**src/rtl/qec_pkg.sv**
```systemverilog
package qec_pkg;

  typedef struct packed {
    logic [7:0] thresh;     // 31:24
    logic       cmp_inv;    // 23
    logic       enable;     // 22
    logic       spare21;    // 21, no effect
    logic       irq_en;     // 20
    logic       pin_on_ovf; // 19
    logic       edge_mode;  // 18
    logic       allow_kern; // 17
    logic       allow_user; // 16
    logic [7:0] sub_mask;   // 15:8
    logic [7:0] evt_sel;    // 7:0, no effect
  } ctl_t;

  localparam logic [1:0] ADDR_CTL  = 2'd0;
  localparam logic [1:0] ADDR_CLO  = 2'd1;
  localparam logic [1:0] ADDR_CHI  = 2'd2;
  localparam logic [1:0] ADDR_STAT = 2'd3;

  function automatic logic priv_allows(ctl_t c, logic [1:0] lvl);
    return (lvl == 2'd0) ? c.allow_kern : c.allow_user;
  endfunction

  function automatic logic mask_allows(logic [7:0] mask, logic [7:0] qual);
    return (mask == 8'd0) || ((mask & qual) != 8'd0);
  endfunction

  function automatic logic thresh_hit(logic [7:0] n, logic [7:0] t, logic inv);
    return inv ? (n < t) : (n >= t);
  endfunction

endpackage

```
**src/rtl/qec_qualify.sv**
```systemverilog
module qec_qualify
  import qec_pkg::*;
#(
  parameter int EVT_W = 4
) (
  input  ctl_t             ctl,
  input  logic [EVT_W-1:0] evt_count,
  input  logic [7:0]       evt_qual,
  input  logic [1:0]       priv_lvl,
  output logic             level_hit,
  output logic [EVT_W-1:0] level_amt
);
  logic       gate_ok;
  logic [7:0] cnt_ext;

  always_comb begin
    cnt_ext = 8'(evt_count);
    gate_ok = ctl.enable && priv_allows(ctl, priv_lvl) && mask_allows(ctl.sub_mask, evt_qual);
    if (ctl.thresh != 8'd0)
      level_hit = gate_ok && thresh_hit(cnt_ext, ctl.thresh, ctl.cmp_inv);
    else
      level_hit = gate_ok && (evt_count != '0);
    if (!level_hit)
      level_amt = '0;
    else if (ctl.thresh != 8'd0)
      level_amt = EVT_W'(1);
    else
      level_amt = evt_count;
  end
endmodule

```
**src/rtl/qec_step.sv**
```systemverilog
module qec_step #(
  parameter int EVT_W = 4
) (
  input  logic             clk,
  input  logic             rst_n,
  input  logic             edge_mode,
  input  logic             level_hit,
  input  logic [EVT_W-1:0] level_amt,
  output logic [EVT_W-1:0] step_amt
);
  logic hit_prev;

  always_ff @(posedge clk or negedge rst_n) begin
    if (!rst_n) hit_prev <= 1'b0;
    else        hit_prev <= level_hit;
  end

  always_comb begin
    if (edge_mode) step_amt = (level_hit && !hit_prev) ? EVT_W'(1) : '0;
    else           step_amt = level_amt;
  end
endmodule

```
**src/rtl/qec_accum.sv**
```systemverilog
module qec_accum #(
  parameter int CNT_W = 48,
  parameter int EVT_W = 4
) (
  input  logic             clk,
  input  logic             rst_n,
  input  logic [EVT_W-1:0] step_amt,
  input  logic             wr_lo,
  input  logic             wr_hi,
  input  logic [31:0]      wdata,
  output logic [CNT_W-1:0] cnt_q,
  output logic             counted,
  output logic             ovf
);
  localparam int HI_W = CNT_W - 32;

  logic [CNT_W:0] sum;
  logic           wr_any;

  always_comb begin
    wr_any  = wr_lo || wr_hi;
    sum     = {1'b0, cnt_q} + (CNT_W+1)'(step_amt);
    counted = (step_amt != '0) && !wr_any;
    ovf     = sum[CNT_W] && !wr_any;
  end

  always_ff @(posedge clk or negedge rst_n) begin
    if (!rst_n) begin
      cnt_q <= '0;
    end else if (wr_any) begin
      if (wr_lo) cnt_q[31:0]      <= wdata;
      if (wr_hi) cnt_q[CNT_W-1:32] <= wdata[HI_W-1:0];
    end else begin
      cnt_q <= sum[CNT_W-1:0];
    end
  end
endmodule

```
**src/rtl/qec_counter.sv**
```systemverilog
module qec_counter
  import qec_pkg::*;
#(
  parameter int CNT_W = 48,
  parameter int EVT_W = 4
) (
  input  logic             clk,
  input  logic             rst_n,
  input  logic             reg_wr,
  input  logic [1:0]       reg_addr,
  input  logic [31:0]      reg_wdata,
  output logic [31:0]      reg_rdata,
  input  logic [EVT_W-1:0] evt_count,
  input  logic [7:0]       evt_qual,
  input  logic [1:0]       priv_lvl,
  output logic             mon_pin,
  output logic             irq_req
);
  localparam int HI_W = CNT_W - 32;

  ctl_t             ctl;
  logic             level_hit;
  logic [EVT_W-1:0] level_amt;
  logic [EVT_W-1:0] step_amt;
  logic [CNT_W-1:0] cnt_q;
  logic             counted;
  logic             ovf;
  logic             cnt_wr;
  logic             irq_clr;
  logic             wr_lo;
  logic             wr_hi;

  assign wr_lo   = reg_wr && (reg_addr == ADDR_CLO);
  assign wr_hi   = reg_wr && (reg_addr == ADDR_CHI);
  assign cnt_wr  = wr_lo || wr_hi;
  assign irq_clr = reg_wr && (reg_addr == ADDR_STAT) && reg_wdata[0];

  qec_qualify #(.EVT_W(EVT_W)) u_qual (
    .ctl(ctl), .evt_count(evt_count), .evt_qual(evt_qual), .priv_lvl(priv_lvl),
    .level_hit(level_hit), .level_amt(level_amt)
  );

  qec_step #(.EVT_W(EVT_W)) u_step (
    .clk(clk), .rst_n(rst_n), .edge_mode(ctl.edge_mode),
    .level_hit(level_hit), .level_amt(level_amt), .step_amt(step_amt)
  );

  qec_accum #(.CNT_W(CNT_W), .EVT_W(EVT_W)) u_acc (
    .clk(clk), .rst_n(rst_n), .step_amt(step_amt), .wr_lo(wr_lo), .wr_hi(wr_hi),
    .wdata(reg_wdata), .cnt_q(cnt_q), .counted(counted), .ovf(ovf)
  );

  always_ff @(posedge clk or negedge rst_n) begin
    if (!rst_n) begin
      ctl     <= '0;
      mon_pin <= 1'b0;
      irq_req <= 1'b0;
    end else begin
      if (reg_wr && (reg_addr == ADDR_CTL)) ctl <= ctl_t'(reg_wdata);
      mon_pin <= ctl.pin_on_ovf ? ovf : counted;
      if (ctl.irq_en && ovf) irq_req <= 1'b1;
      else if (irq_clr)      irq_req <= 1'b0;
    end
  end

  always_comb begin
    unique case (reg_addr)
      ADDR_CTL:  reg_rdata = ctl;
      ADDR_CLO:  reg_rdata = cnt_q[31:0];
      ADDR_CHI:  reg_rdata = 32'(cnt_q[CNT_W-1:32]);
      default:   reg_rdata = {31'd0, irq_req};
    endcase
  end
endmodule

```
**config.mk**
```make
export PLATFORM = sky130hd
export DESIGN_NAME = qec_counter
export DESIGN_NICKNAME = d
export VERILOG_FILES = /design/src/rtl/qec_pkg.sv /design/src/rtl/qec_qualify.sv /design/src/rtl/qec_step.sv /design/src/rtl/qec_accum.sv /design/src/rtl/qec_counter.sv
export SDC_FILE = /design/constraint.sdc
export NUM_CORES = 1
export LEC_CHECK = 0
export ABC_AREA = 1
export BUFFER_PORTS_ARGS = -buffer_cell sky130_fd_sc_hd__buf_4
export CORE_UTILIZATION = 45
export DETAILED_ROUTE_END_ITERATION = 7
export PLACE_DENSITY = 0.64
export SETUP_SLACK_MARGIN = 0.3
export SYNTH_ARGS = -nofsm -noshare
export SYNTH_HDL_FRONTEND = slang
export SYNTH_SLANG_ARGS = --single-unit
export TNS_END_PERCENT = 30
```
**constraint.sdc**
```tcl
create_clock -name clk -period 4.2 [get_ports clk]
set_input_delay 0.84 -clock clk [delete_from_list [all_inputs] [get_ports clk]]
set_output_delay 0.84 -clock clk [all_outputs]
set_load 0.005 [all_outputs]
```
==> results.txt <==
Clock network power share -> 0.299
HP Class -> reg2reg
Fin worst setup slack -> 0.5910 ns
Power, Total -> 2844 uW
Final Max Slew Viols -> 0
Flops & latches, synth -> 83
HPWL Detailed -> 15180 um
Core Util, Final -> 0.5484
Largest fanout on the critical path -> 6
Ports -> 85
Main synth FF type -> dfrtp_1
Grt total ovfl -> 0
CP arrival -> 3.85 ns
Worst path max stage delay -> 0.40 ns
Routed via count -> 6132
Routed Antenna Nets -> 0
Post-Syn Nets -> 919
Switching power -> 1033 uW
Relative slew slack -> 0.3315
Maximum VDD drop -> 269.8 uV
Slowest CP cell -> fa_1
Inserted Clock Buffers -> 9
Area of the multi-input gates -> 3208 sq um
Final worst path period share -> 0.8593
Via density -> 5.519
Hold Path Origin -> ctl[2]
Synth area leader -> dfrtp_1
# hold bufs at CTS -> 0
Register area -> 2077 sq um
CP Launch Type -> input port
Flop pwr share -> 0.404
Synth Cell Area -> 5908 sq um
CTS root buf -> clkbuf_16
Post-Syn Instances -> 859
Count leader, synth -> nand2_1
DR WL/cell -> 18.24 um
Async set-reset flop share out of synthesis -> 1.000
DR DRC count -> 0
CTS Sinks -> 83
Die height -> 116.6 um
Ys Warns -> 0
TNS Setup -> 0 ns
Initial DRT Pass Iterations -> 6
Final Setup Violations -> 0
Switching share of power -> 0.3630
GP Congestion -> 0.9751
Worst path most repeated cell -> nand2_1
Max-Cap Viols -> 0
Outcome -> finished clean
Unique masters post-synth -> 39
Achievable frequency -> 277.1 MHz
Largest net degree at the start of global routing -> 74
CP startpoint -> evt_count[3]
Top cell type's share of synthesized area -> 0.3515
Pre-CTS setup slack -> 0.2266 ns
Buf/Inv on CP -> 4
First-pass GRT wire length -> 31370 um
Number of global-route vias before repair -> 5721
Max clock buf depth -> 2
Cell Pwr Density -> 407.7 nW/um^2
Ant diodes -> 0
Fill cell count -> 1359
Row cnt -> 41
Synthesized area per cell -> 6.878 sq um
Reg clk slew, reported paths -> 0.06 ns
Share of cells above drive strength 1 -> 0.1544
Most frequent cells after synthesis -> 239 x nand2_1, 124 x inv_1, 83 x dfrtp_1, 78 x nor2_1, 60 x nand3_1
CP Class -> in2reg
# nets final -> 994
Initial antenna violation count -> 0
Initial Util -> 0.4644
Total die area -> 13590 sq um
Core Area -> 12720 sq um
RSZ-0062 raised after global routing -> false
Die Span X -> 116.6 um
Internal power -> 1812 uW
Worst-Margin Slew -> 0.9991 ns
Crit. End Element -> flip-flop
Later-pin clock latency in the skew report -> 0.35 ns
WL final -> 20260 um
Kind of cell adding the most delay to the critical path -> simple AND/OR/NAND/NOR gates
Register area share after synthesis -> 0.3515
Post-synth EDFFs -> 0
Largest cells by area after synthesis -> dfrtp_1 35%, nand2_1 15%, inv_1 7.9%
CTS tree -> done
H-tree lvl count -> 3
CP Data Required Time -> 4.44 ns
Layout area overhead -> 18.09%
I/O Buffers -> 84
Total GRT Usage -> 0.3138
Pleak -> 0.003364 uW
Worst Skew -> 0.007768 ns
Reg-to-Reg Start -> ctl[27]
Gate power share -> 0.297
Fin. Hold Viols -> 0
Final Critical Period -> 3.609 ns
First DRT Iteration DRCs -> 459
Worst-path cell chain -> buf_4 > ha_1 > nand2_1 > nor2_1 > nand2_1 > nand2_1 > nand2_1 > nand3_1 > nand2_2 > a21oi_2 > ha_2 > inv_1 > fa_1 > inv_1 > nand3_1 > nand2_2 > nand2_2 > nor2_4 > inv_2 > nor2_4 > nand3_1 > xor2_1 > nand2_1 > nand2_1
layout by cell type, fill, tap and decap left out, types with 6 or more instances in the layout:
| cell | count |
|---|---|
| nor2_1 | 78 |
| mux2_2 | 10 |
| nand3_1 | 60 |
| nand2_1 | 237 |
| o21ai_0 | 49 |
| a21oi_1 | 22 |
| inv_1 | 124 |
| dfrtp_1 | 83 |
| buf_4 | 90 |
| clkbuf_16 | 9 |
| nand4_1 | 18 |
| nor3_1 | 22 |
| xor2_1 | 17 |
| o21ai_1 | 6 |
| o211ai_1 | 18 |
| ha_1 | 7 |
| o221ai_1 | 18 |
| nand2_2 | 7 |
| o22ai_1 | 23 |
final cells by class:
type / count / share of cell area
flip-flops and latches: 83 / 0.2977
multi-input cells: 620 / 0.4598
repair buffers: 90 / 0.09684
clock inverters: 5 / 0.01112
clock buffers: 11 / 0.03336
well taps: 172 / 0.03085
inverters: 130 / 0.07030
flip-flops by register name, indices dropped and copies added (netlist names):
| signal | count |
|---|---|
| u_acc.cnt_q | 48 |
| ctl | 32 |
| irq_req | 1 |
| mon_pin | 1 |
| u_step.hit_prev | 1 |
power by group through the flow:
| stage | sequential, uW | combinational, uW | clock, uW |
|---|---|---|---|
| 2_1_floorplan | 1090 | 552 | 0 |
| 3_3_place_gp | 1150 | 830 | 0 |
| 3_5_place_dp | 1150 | 831 | 0 |
| 4_1_cts | 1140 | 836 | 866 |
| 5_1_grt | 1170 | 952 | 896 |
| 6_report | 1150 | 844 | 851 |
layer usage:
metal,part of all wire,track usage
met2,0.45,0.4840
met5,0,0
met3,0.063,0.07525
met4,0.027,0.1013
met1,0.46,0.4327
worst paths after layout:
kind / to / slack, ns / cells past startpoint
max in group asynchronous: u_acc.cnt_q[44] / 2.79 / 2
worst max-delay path: u_acc.cnt_q[44] / 0.59 / 24
worst min register to register: ctl[2] / 0.49 / 2
worst min-delay path: ctl[2] / 0.49 / 2
worst max register to register: u_acc.cnt_q[44] / 0.75 / 24
min in group asynchronous: u_acc.cnt_q[22] / 0.66 / 1
kinds of logic (layout without fill, tap and decap cells):
kind of cell,after synthesis,count (layout),synth area share
fa+ha+maj,9,9,0.02033
xor+xnor,18,18,0.02668
simple gates,436,436,0.3196
compound gates,147,147,0.1554
flops,83,83,0.3515
buf+inv,156,236,0.1074
mux,10,10,0.01906
tightest hold or removal path, stage by stage (launching register included):
cell	delay, ns
dfrtp_1	0.34
nand2_1	0.05
o21ai_0	0.06
what timing repair did:
action	in CTS	in global routing
setup buffers	0	1
setup endpoints to repair	0	4
gates resized for setup	0	3
through the flow:
step | hold slack, ns | instances | cell area, sq um
final | 0.4875 | 1111 | 6977
after global routing | 0.5052 | 1111 | 6977
after CTS | 0.4894 | 1110 | 6960
after detailed placement | 0.4742 | 1094 | 6650
after global placement | 0.4696 | 1094 | 6650
after floorplan | 0.4530 | 859 | 5908
(Power assumes the default switching activity.)
